[config.mk]
export PLATFORM = sky130hd
export DESIGN_NAME = lprst_ctrl
export DESIGN_NICKNAME = d
export VERILOG_FILES = /design/src/rtl/lprst_pkg.sv /design/src/rtl/lprst_sync.sv /design/src/rtl/lprst_qual.sv /design/src/rtl/lprst_toggle.sv /design/src/rtl/lprst_ctrl.sv
export SDC_FILE = /design/constraint.sdc
export NUM_CORES = 1
export LEC_CHECK = 0
export BUFFER_PORTS_ARGS = -buffer_cell sky130_fd_sc_hd__buf_2
export CAP_MARGIN = 15
export CELL_PAD_IN_SITES_DETAIL_PLACEMENT = 0
export CELL_PAD_IN_SITES_GLOBAL_PLACEMENT = 1
export CORE_AREA = 2 2 54 61
export CTS_BUF_LIST = sky130_fd_sc_hd__clkbuf_8
export DETAILED_ROUTE_END_ITERATION = 8
export DIE_AREA = 0 0 56 63
export PLACE_DENSITY = 0.93
export SYNTH_ARGS = -nofsm -noshare
export SYNTH_HDL_FRONTEND = slang
export SYNTH_HIERARCHICAL = 1
export SYNTH_SLANG_ARGS = --single-unit
[constraint.sdc]
create_clock -name clk_i -period 3.4 [get_ports clk_i]
set_input_delay 0.68 -clock clk_i [delete_from_list [all_inputs] [get_ports clk_i]]
set_output_delay 0.68 -clock clk_i [all_outputs]
set_load 0.02 [all_outputs]
[src/rtl/lprst_pkg.sv]
package lprst_pkg;

    typedef enum logic [1:0] {
        ST_REARM = 2'd0,
        ST_ARMED = 2'd1,
        ST_SETUP = 2'd2,
        ST_PULSE = 2'd3
    } lprst_state_t;

endpackage

[src/rtl/lprst_sync.sv]
module lprst_sync #(
    parameter int WIDTH = 2
) (
    input  logic             clk_i,
    input  logic             por_n_i,
    input  logic [WIDTH-1:0] async_i,
    output logic [WIDTH-1:0] sync_o
);
    logic [WIDTH-1:0] meta_q;
    logic [WIDTH-1:0] stable_q;

    // Released buttons read high, so both stages reset to ones.
    always_ff @(posedge clk_i or negedge por_n_i) begin
        if (!por_n_i) begin
            meta_q   <= '1;
            stable_q <= '1;
        end else begin
            meta_q   <= async_i;
            stable_q <= meta_q;
        end
    end

    assign sync_o = stable_q;
endmodule

[src/rtl/lprst_qual.sv]
module lprst_qual #(
    parameter int NUM_BTN = 2
) (
    input  logic [NUM_BTN-1:0] btn_n_i,
    output logic               press_o,
    output logic               any_up_o,
    output logic               all_up_o
);
    generate
        if (NUM_BTN == 1) begin : g_single
            assign press_o  = !btn_n_i[0];
            assign any_up_o = btn_n_i[0];
            assign all_up_o = btn_n_i[0];
        end else begin : g_multi
            // A press qualifies only with every button held down.
            assign press_o  = (btn_n_i == '0);
            assign any_up_o = |btn_n_i;
            assign all_up_o = &btn_n_i;
        end
    endgenerate
endmodule

[src/rtl/lprst_toggle.sv]
module lprst_toggle #(
    parameter bit ENABLE = 1'b1
) (
    input  logic clk_i,
    input  logic por_n_i,
    input  logic pulse_end_i,
    output logic toggle_o
);
    generate
        if (ENABLE) begin : g_on
            logic tgl_q;
            always_ff @(posedge clk_i or negedge por_n_i) begin
                if (!por_n_i)         tgl_q <= 1'b0;
                else if (pulse_end_i) tgl_q <= !tgl_q;
            end
            assign toggle_o = tgl_q;
        end else begin : g_off
            logic unused_end;
            assign unused_end = pulse_end_i;
            assign toggle_o   = 1'b0;
        end
    endgenerate
endmodule

[src/rtl/lprst_ctrl.sv]
module lprst_ctrl
    import lprst_pkg::*;
#(
    parameter int NUM_BTN      = 2,
    parameter bit RELEASE_MODE = 1'b0,
    parameter bit LATCH_EN     = 1'b1,
    parameter int SETUP_TICKS  = 196608,
    parameter int PULSE_TICKS  = 10486
) (
    input  logic               clk_i,
    input  logic               por_n_i,
    input  logic [NUM_BTN-1:0] btn_n_i,
    output logic               rst_n_o,
    output logic               latch_o
);
    localparam int MAX_TICKS = (SETUP_TICKS > PULSE_TICKS) ? SETUP_TICKS : PULSE_TICKS;
    localparam int CNT_W     = $clog2(MAX_TICKS + 1);
    localparam logic [CNT_W-1:0] SETUP_LAST = CNT_W'(SETUP_TICKS - 1);
    localparam logic [CNT_W-1:0] PULSE_LAST = CNT_W'(PULSE_TICKS - 1);

    logic [NUM_BTN-1:0] btn_s;
    logic               press, any_up, all_up;
    lprst_state_t       st_q, st_d;
    logic [CNT_W-1:0]   cnt_q, cnt_d;
    logic               pulse_end;

    lprst_sync #(.WIDTH(NUM_BTN)) sync_i (
        .clk_i   (clk_i),
        .por_n_i (por_n_i),
        .async_i (btn_n_i),
        .sync_o  (btn_s)
    );

    lprst_qual #(.NUM_BTN(NUM_BTN)) qual_i (
        .btn_n_i  (btn_s),
        .press_o  (press),
        .any_up_o (any_up),
        .all_up_o (all_up)
    );

    // Next-state logic
    always_comb begin
        st_d  = st_q;
        cnt_d = cnt_q;
        unique case (st_q)
            ST_REARM: begin
                if (all_up) st_d = ST_ARMED;
            end
            ST_ARMED: begin
                if (press) begin
                    st_d  = ST_SETUP;
                    cnt_d = '0;
                end
            end
            ST_SETUP: begin
                if (!press) begin
                    st_d  = ST_ARMED;
                    cnt_d = '0;
                end else if (cnt_q == SETUP_LAST) begin
                    st_d  = ST_PULSE;
                    cnt_d = '0;
                end else begin
                    cnt_d = cnt_q + 1'b1;
                end
            end
            ST_PULSE: begin
                if (RELEASE_MODE) begin
                    if (any_up) st_d = ST_REARM;
                end else if (cnt_q == PULSE_LAST) begin
                    st_d  = ST_REARM;
                    cnt_d = '0;
                end else begin
                    cnt_d = cnt_q + 1'b1;
                end
            end
            default: st_d = ST_REARM;
        endcase
    end

    // State register
    always_ff @(posedge clk_i or negedge por_n_i) begin
        if (!por_n_i) begin
            st_q  <= ST_REARM;
            cnt_q <= '0;
        end else begin
            st_q  <= st_d;
            cnt_q <= cnt_d;
        end
    end

    // Outputs
    always_comb begin
        rst_n_o   = por_n_i && (st_q != ST_PULSE);
        pulse_end = (st_q == ST_PULSE) && (st_d != ST_PULSE);
    end

    lprst_toggle #(.ENABLE(LATCH_EN)) toggle_i (
        .clk_i       (clk_i),
        .por_n_i     (por_n_i),
        .pulse_end_i (pulse_end),
        .toggle_o    (latch_o)
    );
endmodule

Word-level counts from Yosys, hierarchy flattened

Index checks and enable logic that the tools add are counted.

Output and inout port bits: 2
Flip-flop bits (word level): 25

Add/sub/neg operators: 1
Equality and inequality tests: 8
Reductions and logical operators: 8
Mux-type cells: 11

Operator list:

| cell                                                              | count |
|---|---|
| 18-bit 2-to-1 mux                                                 | 4 |
| 18-bit one-hot mux with 3 select lines                            | 1 |
| 18-bit by 1-bit adder with 18-bit output, second input constant   | 1 |
| 18-bit by 14-bit == test with 1-bit output, second input constant | 1 |
| 18-bit == test, second input constant                             | 1 |
| 2-bit 2-to-1 mux                                                  | 5 |
| 2-bit one-hot mux with 4 select lines                             | 1 |
| 2-bit inequality test, second input constant                      | 3 |
| 2-bit == test, second input constant                              | 2 |
| 2-bit zero test                                                   | 2 |
| 2-bit AND reduction                                               | 2 |
| 3-bit nonzero test                                                | 1 |
| 2-bit by 1-bit == test with 1-bit output, second input constant   | 1 |
| 1-bit logical AND                                                 | 2 |
| 1-bit zero test                                                   | 1 |

Longest topological paths before layout

Depth in word-level cells: 6
Depth in mapped cells: 7

Hierarchy

Netlist, hierarchy kept.

Modules (own cells, without submodules):

| module       | times used | area each (um2) | cells each |
|---|---|---|---|
| lprst_ctrl   | 1          | 1295.0          | 155 |
| lprst_sync   | 1          | 105.1           | 4 |
| lprst_toggle | 1          | 33.8            | 2 |
| lprst_qual   | 1          | 17.5            | 3 |

Worst setup path after synthesis

Ideal clock, no wire load.

Kind: reg-to-reg
Start: register cnt_q[0]
End: register cnt_q[0]
Buffers on the path: 1
Period minus slack after synthesis: 1.656 ns
Slack: 1.744 ns
Data arrival time: 1.578 ns
Cell stages (with the launch flop): 8
Setup time: 0.077 ns
Cells stage by stage: dfrtp_1 > ha_1 > nand4b_1 > nor4_4 > a211oi_2 > buf_2 > nor3_1 > a21oi_1

Cells in the longest elaborated chain, start to end: 4
Elaborated cells between the ends (all ways): 7
Classes of those cells: add/sub (1); eq/ne (2); mux (4)

RTL lines:

| item                                                                              | RTL line                                             | text |
|---|---|---|
| start: declaration                                                                | lprst_ctrl.sv:24                                     | `logic [CNT_W-1:0] cnt_q, cnt_d;` |
| start signal: assignment                                                          | lprst_ctrl.sv:87                                     | `cnt_q <= cnt_d;` |
| 18-bit by 1-bit adder with 18-bit output / 18-bit == test (equally long branches) | lprst_ctrl.sv:63, lprst_ctrl.sv:73, lprst_ctrl.sv:59 |  |
| 18-bit 2-to-1 mux                                                                 | lprst_ctrl.sv:59                                     | `end else if (cnt_q == SETUP_LAST) begin` |
| 18-bit 2-to-1 mux                                                                 | lprst_ctrl.sv:56                                     | `if (!press) begin` |
| 18-bit one-hot mux with 3 select lines (*)                                        | lprst_ctrl.sv:45                                     | `unique case (st_q)` |

Every way passes the cells marked *; elsewhere a longest branch is shown, timed or not.
A chain may end at the register's enable or synchronous reset.

Final worst setup path

Start: register cnt_q[0]
End: register cnt_q[13]

The elaborated chain is that of the path after synthesis.

==> flow_metrics.tcl <==
set metrics [dict create \
    critPathArrivalTime_ps 2440 \
    slew-limit-headroom 0.381 \
    clkTransAtPathRegs_ps 90 \
    status "completed" \
    clkLatencyLatePin_ps 270 \
    rsz0062_at_grt "no" \
    n_antenna_cell 0 \
    grt_max_degree 26 \
    grt_pass1_vias 1257 \
    synthCells 163 \
    dieArea_um2 3530 \
    crit_type "reg -> reg" \
    cts-root-buf "clkbuf_8" \
    dp_hpwl_mm 2.23 \
    cp_max_fo 14 \
    fmax_ghz 0.445 \
    routed_wl_mm 3.11 \
    leakagePower_nw 0.694 \
    drt_pass1_iterations 4 \
    ioPinCount 6 \
    cts_hold_buffers 0 \
    viasPerCell 5.90 \
    grt_overflow_total 0 \
    ant_nets 0 \
    ir_worst_vdd_uv 366 \
    drtIter0Drc 40 \
    fin_hold_ws_ps 360 \
    post_cts_resized 0 \
    vias 1198 \
    area_growth_pct 6.93 \
    synth_nets 169 \
    yosysWarnings 6 \
    routedWlPerCell_um 15.3 \
    htreeDepth 1 \
    setup-violations-final 0 \
    endpoint_kind "flip-flop" \
    fin_crit_sh 0.661 \
    core_um2 2940 \
    drv_slew 0 \
    tightest_slew_ps 926 \
    cts_setup_buffers 0 \
    max_cap_viol_count 0 \
    slowest_stage "a211oi_2" \
    start_util 0.491 \
    antenna_found_initial 0 \
    final_cell_area_um2 1550 \
    powerDensity_nw_per_um2 510 \
    fin_util 0.525 \
    path_buf_inv 0 \
    clock_sinks 25 \
    totalNegativeSetupSlack_ps 0 \
    die_x_um 56 \
    grt_pass1_wl_mm 5.60 \
    drc_errors 0 \
    drive_gt1_frac 0.160 \
    crit_required_ps 3590 \
    rrSetupSlack_ps 1150 \
    power_uw 788 \
    crit_path_start_kind "flip-flop" \
    fin_crit_ps 2250 \
    path_cells "ha_1, nand4b_1, nor4_4, a211oi_2, o21ai_0, a22oi_1" \
    synth_area_per_cell_um2 8.87 \
    hp-class "reg -> reg" \
    path_delay_family "compound AO/OA/AOI/OAI gates" \
    placed_area_um2 1500 \
    cpPeakStageDelay_ps 800 \
    clockBufferDepth 2 \
    port_buffers 5 \
    syn_area_um2 1450 \
    cts_tree "built" \
    cts_buffers 3 \
    fp.dieH_um 63 \
    gp_congestion 0.782 \
    nets 176 \
    placementRows 21 \
    finClkSkew_ps 2.60 \
    hold_violations 0 \
    grt_usage 0.202 \
]
## per-layer routing
metal / track usage / vias up / share of wire / wire (um)
li1: - / 597 / - / -
met1: 0.250 / 580 / 0.43 / 1350
met2: 0.343 / 15 / 0.52 / 1610
met3: 0.0373 / 6 / 0.023 / 71
met4: 0.0833 / 0 / 0.024 / 75
met5: 0 / - / 0 / 0
## worst reg2reg max path: stages, from the launching register on
cell and delay, ps:
dfrtp_1 460, ha_1 270, nand4b_1 150, nor4_4 60
a211oi_2 800, o21ai_0 210, a22oi_1 210
## flip-flops by register name (all words and copies together), names as in the netlist
signal and cells:
cnt_q 18, st_q 2, sync_i/meta_q 2, sync_i/sync_o 2, toggle_i/toggle_o 1
## final timing paths
kind / startpoint / to / depth (start not counted)
worst min register to register: sync_i/meta_q[1]$_DFF_PN1_ / sync_i/sync_o[1]$_DFF_PN1_ / 0
worst max register to register: cnt_q[0]$_DFFE_PN0P_ / cnt_q[13]$_DFFE_PN0P_ / 6
max in group asynchronous: por_n_i / sync_i/meta_q[0]$_DFF_PN1_ / 2
worst min-delay path: sync_i/meta_q[1]$_DFF_PN1_ / sync_i/sync_o[1]$_DFF_PN1_ / 0
worst max-delay path: cnt_q[0]$_DFFE_PN0P_ / cnt_q[13]$_DFFE_PN0P_ / 6
min in group asynchronous: por_n_i / cnt_q[14]$_DFFE_PN0P_ / 2
## placed cells by master, fill, tap and decap left out, types with 2 or more instances in the layout
cell type and n:
a21o_1 2, a21oi_1 5, and2_1 7, and2_2 2, and4_1 2, buf_2 5
buf_4 2, clkbuf_8 3, dfrtp_1 21, dfstp_2 4, ha_1 2, inv_1 7
nand2_1 30, nand3_1 6, nand4_1 5, nor2_1 14, nor2_2 2, nor2b_1 2
nor3_1 2, nor4_1 2, o21ai_0 5, o21ai_1 4, o22ai_1 10, or4_1 2
xnor2_1 2, xor2_1 2
## report_power, final
group          switching, mW  internal [mW]  total [mW]
registers             0.0521          0.331       0.383
logic                  0.148         0.0718       0.220
clock network          0.102         0.0832       0.185
## through the flow
| step | instances | setup slack (ps) |
|---|---|---|
| CTS | 203 | 1120 |
| global placement | 199 | 1320 |
| finish | 203 | 1150 |
| detailed placement | 199 | 1140 |
| global route | 203 | 945 |
| floorplan | 163 | 1740 |
## area by class of cell
class | count | area [um^2]
flip-flops and latches | 25 | 631
multi-input cells | 126 | 757
inverters | 7 | 26.3
clock buffers | 3 | 41.3
well taps | 34 | 42.5
repair buffers | 7 | 40.0
clock inverters | 1 | 7.51
fillers | 280 | 1400
(Power assumes the default switching activity.)
